$ cat config.mk
export PLATFORM = sky130hd
export DESIGN_NAME = spi_sclk_prescaler
export DESIGN_NICKNAME = d
export VERILOG_FILES = /design/src/rtl/spi_sclk_prescaler.sv
export SDC_FILE = /design/constraint.sdc
export NUM_CORES = 1
export LEC_CHECK = 0
export BUFFER_PORTS_ARGS = -buffer_cell sky130_fd_sc_hd__buf_2
export CAP_MARGIN = 20
export CORE_MARGIN = 5
export CORE_UTILIZATION = 48
export CTS_CLUSTER_DIAMETER = 100
export DETAILED_ROUTE_END_ITERATION = 6
export PLACE_DENSITY = 0.74
export SLEW_MARGIN = 20
export SYNTH_ARGS = -nofsm -noshare
export SYNTH_HDL_FRONTEND = slang
export SYNTH_SLANG_ARGS = --single-unit
export TNS_END_PERCENT = 10
$ cat constraint.sdc
create_clock -name clk -period 10.6 [get_ports clk]
set_input_delay 2.12 -clock clk [delete_from_list [all_inputs] [get_ports clk]]
set_output_delay 2.12 -clock clk [all_outputs]
set_load 0.01 [all_outputs]
$ cat src/rtl/spi_sclk_prescaler.sv
module spi_sclk_prescaler #(
  parameter int CW = 11
) (
  input  logic       clk,
  input  logic       rst_n,
  input  logic       enable,
  input  logic       ext_mode,
  input  logic [7:0] prescale,
  input  logic       cpol,
  output logic       sclk,
  output logic       lead_stb,
  output logic       trail_stb
);
  localparam logic [CW-1:0] MIN_DIV = CW'(4);

  logic [3:0]    spr;
  logic [2:0]    sppr;
  logic [CW-1:0] leg_div, ext_raw, ext_div, new_div, lo_len, hi_len;
  logic [CW-1:0] div_q, cnt;
  logic          cfg_ok, act;

  assign spr     = prescale[3:0];
  assign sppr    = {prescale[7:6], prescale[4]};
  assign leg_div = (prescale[4] && prescale[3:0] >= 4'd2) ? CW'({prescale[3:0], 1'b0}) : MIN_DIV;
  assign ext_raw = CW'(spr) << sppr;
  assign ext_div = (ext_raw < MIN_DIV) ? MIN_DIV : ext_raw;
  assign new_div = ext_mode ? ext_div : leg_div;
  assign cfg_ok  = !ext_mode || (spr != 4'd0);
  assign lo_len  = new_div - (new_div >> 1);
  assign hi_len  = div_q >> 1;

  always_ff @(posedge clk) begin
    if (!rst_n) begin
      act       <= 1'b0;
      cnt       <= '0;
      div_q     <= MIN_DIV;
      lead_stb  <= 1'b0;
      trail_stb <= 1'b0;
    end else begin
      lead_stb  <= 1'b0;
      trail_stb <= 1'b0;
      if (!act) begin
        div_q <= new_div;
        if (enable && cfg_ok) begin
          if (cnt >= lo_len - CW'(1)) begin
            act      <= 1'b1;
            cnt      <= '0;
            lead_stb <= 1'b1;
          end else begin
            cnt <= cnt + CW'(1);
          end
        end else begin
          cnt <= '0;
        end
      end else begin
        if (cnt >= hi_len - CW'(1)) begin
          act       <= 1'b0;
          cnt       <= '0;
          trail_stb <= 1'b1;
        end else begin
          cnt <= cnt + CW'(1);
        end
      end
    end
  end

  assign sclk = act ^ cpol;
endmodule

Word level (Yosys, flattened, before mapping) --
Cells that the tools add are included.
Storage, ports and cells: register bits after elaboration 25, bits in latches 0, bits in writable memories 0, ROM bits 0, output and inout bits 3, word-level logic and storage cells 35, memories kept 0
Cells by class: add/subtract/negate cells 4, $mul 0, div/mod/pow operators 0, order comparisons 4, equal/unequal tests 0, shift operators 1, multiplexer cells 12, bitwise gates (word level) 2, reductions and logical operators 7
Operators with widths (count):
- two-way mux 11 bit | 6
- greater-or-equal comparator 11 bit | 2
- adder 11 x 1 -> 11 bit, second input constant | 1
- < comparator 11 x 3 -> 1 bit, second input constant | 1
- left shift 4 x 3 -> 11 bit | 1
- subtractor 10 x 1 -> 11 bit, second input constant | 1
- subtractor 11 x 1 -> 11 bit, second input constant | 1
- subtractor 11 x 10 -> 11 bit | 1
- two-way mux 1 bit | 5
- two-way mux 5 bit | 1
- greater-or-equal comparator 4 x 2 -> 1 bit, second input constant | 1
- nonzero test 4 bit | 1
- logical AND 1 bit | 2
- AND reduction 2 bit | 1
- OR reduction 2 bit | 1
- logical NOT 1 bit | 1
- logical OR 1 bit | 1
- inverter 1 bit | 1
- XOR 1 bit | 1

Longest topological paths before layout --
depth after elaboration 10, gate-level depth with buffers 22, gate-level depth less buffers 20

Worst setup path after synthesis --
No wires, ideal clock.
kind in2reg, start point input port prescale[4], end point register cnt[2], arrival 5.607 ns, required time 10.538 ns, path slack 4.931 ns, stages on the path 22, buffers on the path 2, cells stage by stage buf_4 -> mux2i_4 -> o21ai_0 -> o22a_1 -> nor3_2 -> o21ai_2 -> inv_1 -> ha_1 -> inv_1 -> fa_1 -> nor2b_1 -> o21bai_1 -> nand3b_1 -> xnor2_1 -> ha_1 -> and3_1 -> a221o_1 -> a31oi_1 -> o21ai_0 -> o22a_1 -> buf_6 -> nor2_2
Between the ends: word-level cells in the longest chain between the ends 10, elaborated cells between the ends (all ways) 12, classes of those cells add/sub (2); order compare (2); shift (1); mux (6); reduce/logical (1)
RTL lines:
- start: declaration | line 8 | input logic [7:0] prescale,
- left shift 4 x 3 -> 11 bit | line 25 | assign ext_raw = CW'(spr) << sppr;
- < comparator 11 x 3 -> 1 bit | line 26 | assign ext_div = (ext_raw < MIN_DIV) ? MIN_DIV : ext_raw;
- two-way mux 11 bit | line 26
- two-way mux 11 bit (*) | line 27 | assign new_div = ext_mode ? ext_div : leg_div;
- named net new_div[1] | line 18 | logic [CW-1:0] leg_div, ext_raw, ext_div, new_div, lo_len, hi_len;
- subtractor 11 x 10 -> 11 bit (*) | line 29 | assign lo_len = new_div - (new_div >> 1);
- subtractor 11 x 1 -> 11 bit (*) | line 45 | if (cnt >= lo_len - CW'(1)) begin
- greater-or-equal comparator 11 bit (*) | line 45
- two-way mux 11 bit (*) | line 45
- two-way mux 11 bit (*) | line 44 | if (enable && cfg_ok) begin
- two-way mux 11 bit (*) | line 42 | if (!act) begin
- end signal: assignment | line 50 | cnt <= cnt + CW'(1);
- end signal: assignment | line 61 | cnt <= cnt + CW'(1);
- end: declaration | line 19 | logic [CW-1:0] div_q, cnt;
The timed path passes the listed nets; every way through them passes the cells marked *. A chain may end at the register's enable or synchronous reset.

Worst setup path after layout --
start point input port prescale[4], end point register cnt[3]
Same word-level chain as after synthesis.

==> flow_summary.json <==
{
  "fp.dieArea_um2": 6330,
  "dp_hpwl_um": 3970,
  "internal_power_uw": 162,
  "p_clk_frac": 0.259,
  "power_density_nw_per_um2": 97.3,
  "root_buffer": "clkbuf_8",
  "cts_tree": "built",
  "power.total_uw": 243,
  "instances_no_fill": 368,
  "r2r-start": "div_q[3]$_SDFFE_PN0N_",
  "synthArstFlopShare": 0,
  "tightest_slew_ns": 0.589,
  "report.final.slew_viol_count": 0,
  "slowest_delay_ns": 0.41,
  "dp_cells": 364,
  "crit_chain": "buf_2 > mux2i_4 > o21ai_0 > o22a_1 > nor3_2 > o21ai_2 > inv_1 > ha_1 > inv_1 > fa_1 > nor2b_1 > o21bai_1 > nand3b_1 > xnor2_1 > ha_1 > and3_1 > a221o_1 > a31oi_1 > o21ai_0 > o22a_1 > nor2_2",
  "clock_sinks": 24,
  "dr.pass1.iters": 4,
  "fin_tns_setup_ns": 0,
  "cp_slowest_cell": "o22a_1",
  "yosys_warnings": 0,
  "nets": 350,
  "htreeDepth": 1,
  "finalClockSkew_ns": 0.00157,
  "whs_ns": 0.527,
  "ant_nets": 0,
  "drc": 0,
  "setup.worst_path.end_class": "flop",
  "synth_compound_area_frac": 0.191,
  "drv_cap": 0,
  "slew_headroom": 0.607,
  "hold_start": "cnt[0]$_SDFF_PN0_",
  "grt_pass1_wl_um": 8420,
  "p_sw_frac": 0.332,
  "critPathArrivalTime_ns": 6.28,
  "finalWirelength_um": 4920,
  "multiInputGateArea_um2": 1740,
  "clock.fmax_mhz": 165,
  "cts.repair.resized": 0,
  "vias_per_cell": 5.44,
  "crit_family": "compound AO/OA/AOI/OAI gates",
  "crit_buf_inv": 3,
  "die_h_um": 79.6,
  "avgSynthCellArea_um2": 8.01,
  "cts_buffers": 3,
  "worst-path-max-fanout": 11,
  "hold_class": "flop to flop",
  "cp-start-kind": "input pin",
  "ys_ff_latch": 24,
  "fin_crit_ns": 6.08,
  "syn_area_um2": 2320,
  "setup_viol": 0,
  "n_fill_cell": 459,
  "core-area_um2": 4720,
  "ys.flop_type": "dfxtp_1",
  "grt_start_max_net_pins": 19,
  "grt.overflow.total": 0,
  "switchingPower_uw": 80.5,
  "track_usage": 0.165,
  "ir_drop_v": 0.0000595,
  "ys_seq_area_frac": 0.207,
  "via_count": 2003,
  "worstSetupPathType": "input pin to flop",
  "io_pins": 16,
  "grt_pass1_vias": 1818,
  "synthSimpleGateAreaFrac": 0.243,
  "cp.required_ns": 10.81,
  "antennaDiodeCount": 0,
  "numPortBuffers": 14,
  "postSynthCellCount": 290,
  "synth_edf_count": 0,
  "synth_cell_type_count": 49,
  "area_growth_pct": 7.38,
  "hold_violations": 0,
  "drive_gt1_frac": 0.136,
  "drt_iter0_markers": 80,
  "clock_path_buffers": 2,
  "synth_mux_area_frac": 0.0248,
  "rsz0062_at_grt": "no",
  "cts_hold_buf": 0,
  "synth_top_family_by_area": "simple AND/OR/NAND/NOR gates",
  "num_rows": 25,
  "die_width_um": 79.6,
  "synth_adder_area_share": 0.192,
  "clk_pin_slew_ns": 0.08,
  "fin_crit_sh": 0.573,
  "cts_setup_buffers": 0,
  "status": "completed",
  "synth_xor_xnor_area_share": 0.0980,
  "wl_per_cell_um": 13.4,
  "initial_core_util": 0.492,
  "gp_congestion": 0.908,
  "p_seq_frac": 0.390,
  "antenna_found_initial": 0,
  "syn_nets": 338,
  "crit_start": "prescale[4]",
  "power_frac_comb": 0.351,
  "seqCellArea_um2": 480,
  "clock_latency_ns": 0.27,
  "power.leakage_uw": 0.00113
}
## worst reg2reg max path: stages, from the launching register on
cell and delay (ns):
dfxtp_1 0.37, nor4_1 0.49, nand2_1 0.16, nor2_1 0.15
xnor2_1 0.15, ha_1 0.27, and3_1 0.20, a221o_1 0.30
a41oi_1 0.19, o21ai_1 0.13, o22a_1 0.42, nor2_2 0.19
## flip-flops by register name, indices dropped and copies added (netlist names)
signal / count
div_q: 10
cnt: 11
trail_stb: 1
lead_stb: 1
act: 1
## layer usage
layer  wire length, µm  track usage  up-vias
met3               123       0.0135        4
li1                  -            -     1043
met4                40       0.0464        0
met1              2410        0.229      926
met5                 0            0        -
met2              2340        0.271       30
## logic make-up (layout without fill, tap and decap cells)
kind of cell | Yosys count | count (layout)
AND/OR/NAND/NOR | 110 | 110
flip-flops | 24 | 24
AO/OA/AOI/OAI | 66 | 66
XOR/XNOR | 26 | 26
multiplexers | 4 | 4
buffers and inverters | 25 | 36
adder cells (fa/ha/maj) | 35 | 35
## worst paths after layout
path                  endpoint  slack, ns  depth (start not counted)
max          cnt[3]$_SDFF_PN0_       4.52                         21
min          cnt[0]$_SDFF_PN0_       0.53                          1
min reg2reg  cnt[0]$_SDFF_PN0_       0.53                          1
max reg2reg  cnt[3]$_SDFF_PN0_       7.53                         11
## stage by stage
stage / util / instance area, µm² / setup slack (ns)
2_1_floorplan: - / 2320 / 4.93
3_3_place_gp: 0.517 / 2440 / 4.31
3_5_place_dp: 0.517 / 2440 / 4.24
4_1_cts: 0.528 / 2490 / 4.52
5_1_grt: 0.528 / 2490 / 4.19
6_report: 0.528 / 2490 / 4.52
## cell usage after synthesis, types with 2 or more instances
cell type | count | area [µm²]
xor2_1 | 14 | 123
nand3_1 | 12 | 60.1
a31oi_1 | 3 | 18.8
clkbuf_1 | 5 | 18.8
or2_2 | 3 | 18.8
dfxtp_1 | 24 | 480
and2_1 | 7 | 43.8
o21ai_0 | 20 | 100
nand4_1 | 3 | 18.8
and3_1 | 4 | 25.0
nand2b_1 | 3 | 18.8
nor2_2 | 11 | 68.8
o21bai_1 | 3 | 22.5
o22a_1 | 2 | 17.5
nor2b_1 | 8 | 50.1
nor3_1 | 4 | 20.0
o221ai_2 | 2 | 30.0
xnor2_1 | 12 | 105
o21ai_1 | 2 | 10.0
nor2_1 | 19 | 71.3
ha_1 | 34 | 425
a221o_1 | 2 | 20.0
inv_1 | 18 | 67.6
nand2_1 | 28 | 105
a21oi_1 | 12 | 60.1
nor4_1 | 4 | 25.0
mux2i_1 | 2 | 20.0
a21o_1 | 8 | 60.1
## power by group through the flow
| stage | clock, µW | sequential, µW | combinational (µW) |
|---|---|---|---|
| after global routing | 67.9 | 95.0 | 97.9 |
| after floorplan | 0 | 95.9 | 67.4 |
| after CTS | 63.8 | 94.5 | 85.9 |
| after global placement | 0 | 96.5 | 83.0 |
| after detailed placement | 0 | 96.6 | 85.5 |
| final | 62.9 | 94.5 | 85.2 |
## placed cells by master (no fill, tap or decap), types with 8 or more instances in the layout
master,count
ha_1,34
nand2_1,28
dfxtp_1,24
o21ai_0,20
nor2_1,19
inv_1,18
xor2_1,14
buf_2,14
nand3_1,12
a21oi_1,12
xnor2_1,12
nor2_2,11
nor2b_1,8
a21o_1,8
## area by class of cell
cell class | instances | share of cell area
Multi-Input combinational cell | 241 | 0.697
Sequential cell | 24 | 0.193
Tap cell | 67 | 0.0336
Timing Repair Buffer | 14 | 0.0281
Inverter | 18 | 0.0271
Clock buffer | 4 | 0.0221
Note: power is estimated with default switching activity, not from simulation.
